**src/rtl/dvol_pkg.sv**
```systemverilog
// Package: shared constants for the soft-ramp attenuator.
// Assumes the gain scale is 0..FULL_SCALE with FULL_SCALE as unity.
package dvol_pkg;
    localparam int unsigned SAMPLE_W   = 24;
    localparam int unsigned CODE_W     = 7;
    localparam int unsigned GAIN_W     = 13;
    localparam int unsigned FULL_SCALE = 8031;
endpackage

```
**src/rtl/dvol_target.sv**
```systemverilog
// dvol_target: holds the attenuation code and maps it to a linear gain.
// The code splits into a 3-bit exponent and a mantissa; the curve
// (16+m)<<e is rescaled so the top code lands on FULL_SCALE.
// Assumes bit CODE_W of the write byte selects another field, so such
// writes are dropped.
module dvol_target #(
    parameter int unsigned CODE_W     = dvol_pkg::CODE_W,
    parameter int unsigned GAIN_W     = dvol_pkg::GAIN_W,
    parameter int unsigned FULL_SCALE = dvol_pkg::FULL_SCALE
) (
    input  logic              clk,
    input  logic              rst_n,
    input  logic              wr_en,
    input  logic [CODE_W:0]   wr_data,
    output logic [GAIN_W-1:0] target_gain
);
    localparam int unsigned EXP_W   = 3;
    localparam int unsigned MANT_W  = CODE_W - EXP_W;
    localparam int unsigned SHIFT_W = MANT_W + 1 + (1 << EXP_W) - 1;
    localparam int unsigned PROD_W  = SHIFT_W + GAIN_W;
    localparam int unsigned SPAN    = ((2 << MANT_W) - 1) << ((1 << EXP_W) - 1);

    logic [CODE_W-1:0]  code_q;
    logic [EXP_W-1:0]   exp_c;
    logic [SHIFT_W-1:0] shifted_c;
    logic [PROD_W-1:0]  prod_c;
    logic [PROD_W-1:0]  quot_c;

    // Store the code only for writes aimed at this field.
    always_ff @(posedge clk) begin
        if (!rst_n) begin
            code_q <= '0;
        end else if (wr_en && !wr_data[CODE_W]) begin
            code_q <= wr_data[CODE_W-1:0];
        end
    end

    // Pseudo-log curve: implicit-one mantissa shifted by the exponent.
    always_comb begin
        exp_c       = code_q[CODE_W-1 -: EXP_W];
        shifted_c   = SHIFT_W'({1'b1, code_q[MANT_W-1:0]}) << exp_c;
        prod_c      = PROD_W'(shifted_c) * PROD_W'(FULL_SCALE);
        quot_c      = prod_c / PROD_W'(SPAN);
        target_gain = (code_q == '0) ? '0 : GAIN_W'(quot_c);
    end

    assert_high_bit_ignored_R2: assert property (@(posedge clk) disable iff (!rst_n)
        (wr_en && wr_data[CODE_W]) |=> $stable(code_q));

    assert_target_in_range_R3: assert property (@(posedge clk) disable iff (!rst_n)
        target_gain <= GAIN_W'(FULL_SCALE));
endmodule

```
**src/rtl/dvol_ramp.sv**
```systemverilog
// dvol_ramp: current gain register that walks one unit toward the target
// on every step enable. Assumes the target never exceeds FULL_SCALE.
module dvol_ramp #(
    parameter int unsigned GAIN_W = dvol_pkg::GAIN_W
) (
    input  logic              clk,
    input  logic              rst_n,
    input  logic              step_en,
    input  logic [GAIN_W-1:0] target_gain,
    output logic [GAIN_W-1:0] gain_q
);
    // Single-unit approach toward the target; no move without a step.
    always_ff @(posedge clk) begin
        if (!rst_n) begin
            gain_q <= '0;
        end else if (step_en) begin
            if (gain_q < target_gain) begin
                gain_q <= gain_q + 1'b1;
            end else if (gain_q > target_gain) begin
                gain_q <= gain_q - 1'b1;
            end
        end
    end

    assert_hold_idle_R4: assert property (@(posedge clk) disable iff (!rst_n)
        !step_en |=> $stable(gain_q));

    assert_step_up_R4: assert property (@(posedge clk) disable iff (!rst_n)
        (step_en && gain_q < target_gain) |=> gain_q == $past(gain_q) + 1'b1);

    assert_step_down_R4: assert property (@(posedge clk) disable iff (!rst_n)
        (step_en && gain_q > target_gain) |=> gain_q == $past(gain_q) - 1'b1);

    assert_stop_on_target_R4: assert property (@(posedge clk) disable iff (!rst_n)
        (step_en && gain_q == target_gain) |=> $stable(gain_q));
endmodule

```
**src/rtl/dvol_scale.sv**
```systemverilog
// dvol_scale: two-stage multiply and normalise. Stage 1 registers
// sample*gain; stage 2 divides by FULL_SCALE with round-half-away
// rounding and saturates to the sample width.
// Assumes gain is unsigned and at most FULL_SCALE.
module dvol_scale #(
    parameter int unsigned SAMPLE_W   = dvol_pkg::SAMPLE_W,
    parameter int unsigned GAIN_W     = dvol_pkg::GAIN_W,
    parameter int unsigned FULL_SCALE = dvol_pkg::FULL_SCALE
) (
    input  logic                clk,
    input  logic                rst_n,
    input  logic                in_valid,
    input  logic [SAMPLE_W-1:0] in_data,
    input  logic [GAIN_W-1:0]   gain,
    output logic                out_valid,
    output logic [SAMPLE_W-1:0] out_data
);
    localparam int unsigned PROD_W = SAMPLE_W + GAIN_W + 1;
    localparam int unsigned ACC_W  = PROD_W + 1;
    localparam logic signed [ACC_W-1:0] DIVISOR = ACC_W'(FULL_SCALE);
    localparam logic signed [ACC_W-1:0] HALF    = ACC_W'(FULL_SCALE / 2);
    localparam logic signed [ACC_W-1:0] SAT_HI  = ACC_W'((64'sd1 <<< (SAMPLE_W - 1)) - 64'sd1);
    localparam logic signed [ACC_W-1:0] SAT_LO  = -SAT_HI - ACC_W'(1);

    logic signed [PROD_W-1:0] prod_q;
    logic                     v1_q;
    logic signed [ACC_W-1:0]  rnd_c;
    logic signed [ACC_W-1:0]  quot_c;
    logic [SAMPLE_W-1:0]      sat_c;

    // Stage 1: capture the product of the accepted sample and the gain.
    always_ff @(posedge clk) begin
        if (!rst_n) begin
            prod_q <= '0;
            v1_q   <= 1'b0;
        end else begin
            v1_q <= in_valid;
            if (in_valid) begin
                prod_q <= $signed(in_data) * $signed({1'b0, gain});
            end
        end
    end

    // Round half away from zero, divide toward zero, then clamp.
    always_comb begin
        rnd_c  = prod_q[PROD_W-1] ? (ACC_W'(prod_q) - HALF) : (ACC_W'(prod_q) + HALF);
        quot_c = rnd_c / DIVISOR;
        if (quot_c > SAT_HI) begin
            sat_c = SAMPLE_W'(SAT_HI);
        end else if (quot_c < SAT_LO) begin
            sat_c = SAMPLE_W'(SAT_LO);
        end else begin
            sat_c = SAMPLE_W'(quot_c);
        end
    end

    // Stage 2: register the normalised result and its strobe.
    always_ff @(posedge clk) begin
        if (!rst_n) begin
            out_valid <= 1'b0;
            out_data  <= '0;
        end else begin
            out_valid <= v1_q;
            if (v1_q) begin
                out_data <= sat_c;
            end
        end
    end
endmodule

```
**src/rtl/soft_ramp_atten.sv**
```systemverilog
// soft_ramp_atten: one-channel digital volume with soft gain ramps.
// Code writes set a target gain; each valid sample steps the gain by one
// toward it and is scaled by the gain held before that step.
// Assumes at most one sample per cycle; writes and samples may overlap.
module soft_ramp_atten #(
    parameter int unsigned SAMPLE_W   = dvol_pkg::SAMPLE_W,
    parameter int unsigned CODE_W     = dvol_pkg::CODE_W,
    parameter int unsigned GAIN_W     = dvol_pkg::GAIN_W,
    parameter int unsigned FULL_SCALE = dvol_pkg::FULL_SCALE
) (
    input  logic                clk,
    input  logic                rst_n,
    input  logic                code_we,
    input  logic [CODE_W:0]     code_wdata,
    input  logic                in_valid,
    input  logic [SAMPLE_W-1:0] in_data,
    output logic                out_valid,
    output logic [SAMPLE_W-1:0] out_data
);
    logic [GAIN_W-1:0] target_gain;
    logic [GAIN_W-1:0] cur_gain;

    dvol_target #(.CODE_W(CODE_W), .GAIN_W(GAIN_W), .FULL_SCALE(FULL_SCALE)) u_target (
        .clk(clk), .rst_n(rst_n), .wr_en(code_we), .wr_data(code_wdata),
        .target_gain(target_gain)
    );

    dvol_ramp #(.GAIN_W(GAIN_W)) u_ramp (
        .clk(clk), .rst_n(rst_n), .step_en(in_valid),
        .target_gain(target_gain), .gain_q(cur_gain)
    );

    dvol_scale #(.SAMPLE_W(SAMPLE_W), .GAIN_W(GAIN_W), .FULL_SCALE(FULL_SCALE)) u_scale (
        .clk(clk), .rst_n(rst_n), .in_valid(in_valid), .in_data(in_data),
        .gain(cur_gain), .out_valid(out_valid), .out_data(out_data)
    );

    assert_latency_two_R7: assert property (@(posedge clk) disable iff (!rst_n)
        in_valid |=> ##1 out_valid);

    assert_no_spurious_R7: assert property (@(posedge clk) disable iff (!rst_n)
        out_valid |-> $past(in_valid, 2));

    assert_mute_zero_R3: assert property (@(posedge clk) disable iff (!rst_n)
        (out_valid && $past(cur_gain, 2) == '0) |-> out_data == '0);

    assert_unity_pass_R8: assert property (@(posedge clk) disable iff (!rst_n)
        (out_valid && $past(cur_gain, 2) == GAIN_W'(FULL_SCALE)) |-> out_data == $past(in_data, 2));
endmodule

```
**config.mk**
```make
export PLATFORM = sky130hd
export DESIGN_NAME = soft_ramp_atten
export DESIGN_NICKNAME = d
export VERILOG_FILES = /design/src/rtl/dvol_pkg.sv /design/src/rtl/dvol_target.sv /design/src/rtl/dvol_ramp.sv /design/src/rtl/dvol_scale.sv /design/src/rtl/soft_ramp_atten.sv
export SDC_FILE = /design/constraint.sdc
export NUM_CORES = 2
export LEC_CHECK = 0
export BUFFER_PORTS_ARGS = -buffer_cell sky130_fd_sc_hd__buf_2
export CAP_MARGIN = 20
export CORE_ASPECT_RATIO = 0.9
export CORE_MARGIN = 10
export CORE_UTILIZATION = 40
export DETAILED_ROUTE_END_ITERATION = 8
export PLACE_DENSITY = 0.56
export SYNTH_ARGS = -nofsm -noshare
export SYNTH_HDL_FRONTEND = slang
export SYNTH_HIERARCHICAL = 1
export SYNTH_SLANG_ARGS = --single-unit
```
**constraint.sdc**
```tcl
create_clock -name clk -period 50.1 [get_ports clk]
set_clock_uncertainty 0.2 [all_clocks]
set_input_delay 10.02 -clock clk [delete_from_list [all_inputs] [get_ports clk]]
set_output_delay 10.02 -clock clk [all_outputs]
set_load 0.01 [all_outputs]
```
==> summary.md <==
| Metric | Value |
|---|---|
| Run status | finished clean |
| Met2 layer wire length in the routed design | 50.73 mm |
| Total of buffers placed on input and output ports | 60 |
| Vias/cell | 5.918 |
| Synthesis-to-finish area growth | 3.137% |
| Number of global-route vias before repair | 34830 |
| Max_cap viols | 0 |
| Number of rows created at floorplan | 108 |
| Distinct cell type count of the synthesized netlist | between 150 and 200 |
| Most used cell along the critical path | xnor2_1 |
| Startpoint type of the worst setup path | flip-flop |
| Drt wl/cell | 18.73 um |
| Number of sinks handled by clock tree synthesis | 84 |
| Wire length of the first global-routing pass | around 190 mm |
| Commonest non-fill, non-tap cells in the layout | 480 x inv_1, 428 x nand2_1, 355 x fa_1 |
| Fill cell total of the finished layout | 9891 |
| Combined buffer and inverter count along the critical path | 5 |
| Vertical die dimension | 316.2 um |
| Number of endpoints failing setup at the final stage | 0 |
| Mean area per synthesized cell | 7.926 sq um |
| Fraction of synthesized area in multiplexers | 0.02701 |
| Weighted congestion at the end of routability-driven global placement | slightly above 0.9 |
| Die outline area | around 110000 sq um |
| Warnings from Yosys | 6 |
| H-tree levels | 3 |
| CP max FO | 64 |
| Area share of the largest cell type after synthesis | 0.1822 |
| Clock tree from TritonCTS | built |
| Clock tree root buffer cell | clkbuf_16 |
| Register area share after synthesis | 0.04312 |
| Number of nets with antenna violations after routing | 0 |
| Number of synthesized register bits | between 80 and 90 |
| Final critical-path share of the clock period | 0.7648 |
| Detailed placement HPWL | 92.52 mm |
| Area contributors post-synth | fa_1 18%, ha_1 7.3%, xnor2_1 5.4% |
| Post-cts hold buffer count | 0 |
| Met3 wire length | 5.340 mm |
| Max clock buf depth | 2 |
| Pin count of the biggest net entering global routing | 65 |
| Floorplan core area | 96620 sq um |
| Share of flip-flops with an asynchronous set or reset | 0 |
| Largest area contributor in the netlist | fa_1 |
| Clock network latency to the later pin of the worst-skew pair | between 300 and 400 ps |
| Slowest stage cell, crit path | a21oi_1 |
| Worst slew slack as a fraction of its limit | 0.2450 |
| Worst Tran Pin Value | around 1100 ps |
| Die extent in x | 349.2 um |
| Adder and majority gate portion of the synthesized area | 0.2575 |
| Data arrival time of the critical path | 38410 ps |
| Main combinational cell family by area after synthesis | compound AO/OA/AOI/OAI gates |
| I/O pins | 61 |
| Most frequently used flop master after synthesis | dfxtp_1 |
| Total routed wirelength | 114.4 mm |
| Clock transition at path regs | 70 ps |
| R2R Setup Slk | roughly 12000 ps |
| Number of buffers added by the clock tree synthesis step | 9 |
| Drt first pass iters | 6 |
| Initial cell density of the core | 0.4037 |
| Post-CTS setup repair buffer count | 0 |
| Post-route setup TNS | 0 ps |
| Number of synthesized flops with an enable pin | 0 |
| Initial DRC Count | around 2500 |
| Post-Synth XOR/XNOR Area | 0.07901 |
| Crit path max-delay family | compound AO/OA/AOI/OAI gates |
| Final count of pins violating max slew | 0 |
| Congestion Overflow GR | 0 |
| Share of final-layout standard cells stronger than drive strength 1 | 0.1085 |
| Cell count after synthesis | about 4900 |
| Peak per-stage delay on the critical path | slightly below 800 ps |
| Most common cell after layout, fill and taps aside | inv_1 |
| Net count after synthesis | 5538 |
| Highest routed metal layer | met4 |
| Compound-gate portion of the synthesized area | 0.2754 |
| Number of antenna violations at the first check in global routing | 1 |
| Number of gates resized after CTS | 0 |
| GRT Util Overall | 0.2016 |
| Number of remaining DRC errors | 0 |
| Critical path start-end classification | reg2reg |
| Sort of element at the end of the critical path | flip-flop |
| Critical path data required time | 50190 ps |
| Nets@finish | roughly 5500 |
| Routed length on met1 | 57.23 mm |
| Maximum clock rate | 26.10 MHz |
| Routed via count | 36130 |
| Time the worst path needs with I/O delays and setup | 38320 ps |
| Fin. Hold Viols | 0 |
| Unrepaired setup endpoints after global routing | false |
| Worst min path class | reg2reg |
| Post-synthesis share of cell area spent on and, or, nand and nor gates | 0.2415 |
| Post-synthesis instance area | 39000 sq um |
-- metrics by stage --
stage                     instances  hold slack, ps  worst slack [ps]  utilization  instance area [sq um]
after floorplan                4921           259.0             19220            -                  39000
after global placement         6088           282.8             13110       0.4131                  39910
after detailed placement       6088           286.7             12480       0.4131                  39910
after CTS                      6104           305.6             12350       0.4160                  40200
after global routing           6105           328.9              8826       0.4163                  40220
final                          6106           301.6             11780       0.4163                  40230
-- layer usage --
layer / vias up / GRT usage
met5: - / 0
met1: 17610 / 0.2972
li1: 17520 / -
met4: 0 / 0.02669
met3: 76 / 0.01979
met2: 929 / 0.3228
-- synth_stat cells (66+ instances only) --
cell,count
fa_1,355
o21a_1,66
nor2_1,312
xnor2_1,240
dfxtp_1,84
nand2_1,428
clkbuf_1,85
a21oi_1,255
inv_1,480
nor3_1,124
and2_1,214
o21ai_0,150
ha_1,226
mux2i_1,75
xor2_1,74
nand3_1,120
-- sequential cells by signal, indices dropped and copies added (netlist names) --
register	cells
u_ramp/gain_q	13
u_scale/out_data	24
u_scale/out_valid	1
u_scale/prod_q	38
u_scale/v1_q	1
u_target/code_q	7
-- final cells by class --
type                       count  area, sq um  area share
sequential                    84         1687     0.04193
clock buffer                  10        229.0    0.005692
antenna                        1        2.502  0.00006221
timing repair buffer          84        500.5     0.01244
multi-input combinational   4170        34340      0.8537
clock inverter                 6        57.56    0.001431
tap                         1265         1583     0.03935
inverter                     486         1826     0.04538
-- worst paths after layout --
kind         cells after the start                   to               start
max                            111  u_scale/out_data[0]  u_scale/prod_q[37]
min                              1    u_scale/prod_q[4]   u_scale/prod_q[4]
max reg2reg                    111  u_scale/out_data[0]  u_scale/prod_q[37]
min reg2reg                      1    u_scale/prod_q[4]   u_scale/prod_q[4]
-- logic make-up after synthesis --
kind of cell / after synthesis
AND/OR/NAND/NOR: 1748
AO/OA/AOI/OAI: 1396
buffers and inverters: 667
adder cells (fa/ha/maj): 592
XOR/XNOR: 333
multiplexers: 101
flip-flops: 84
Power is not shown: default switching activity piles up to over one toggle a cycle in this logic, so the estimate is an artifact.
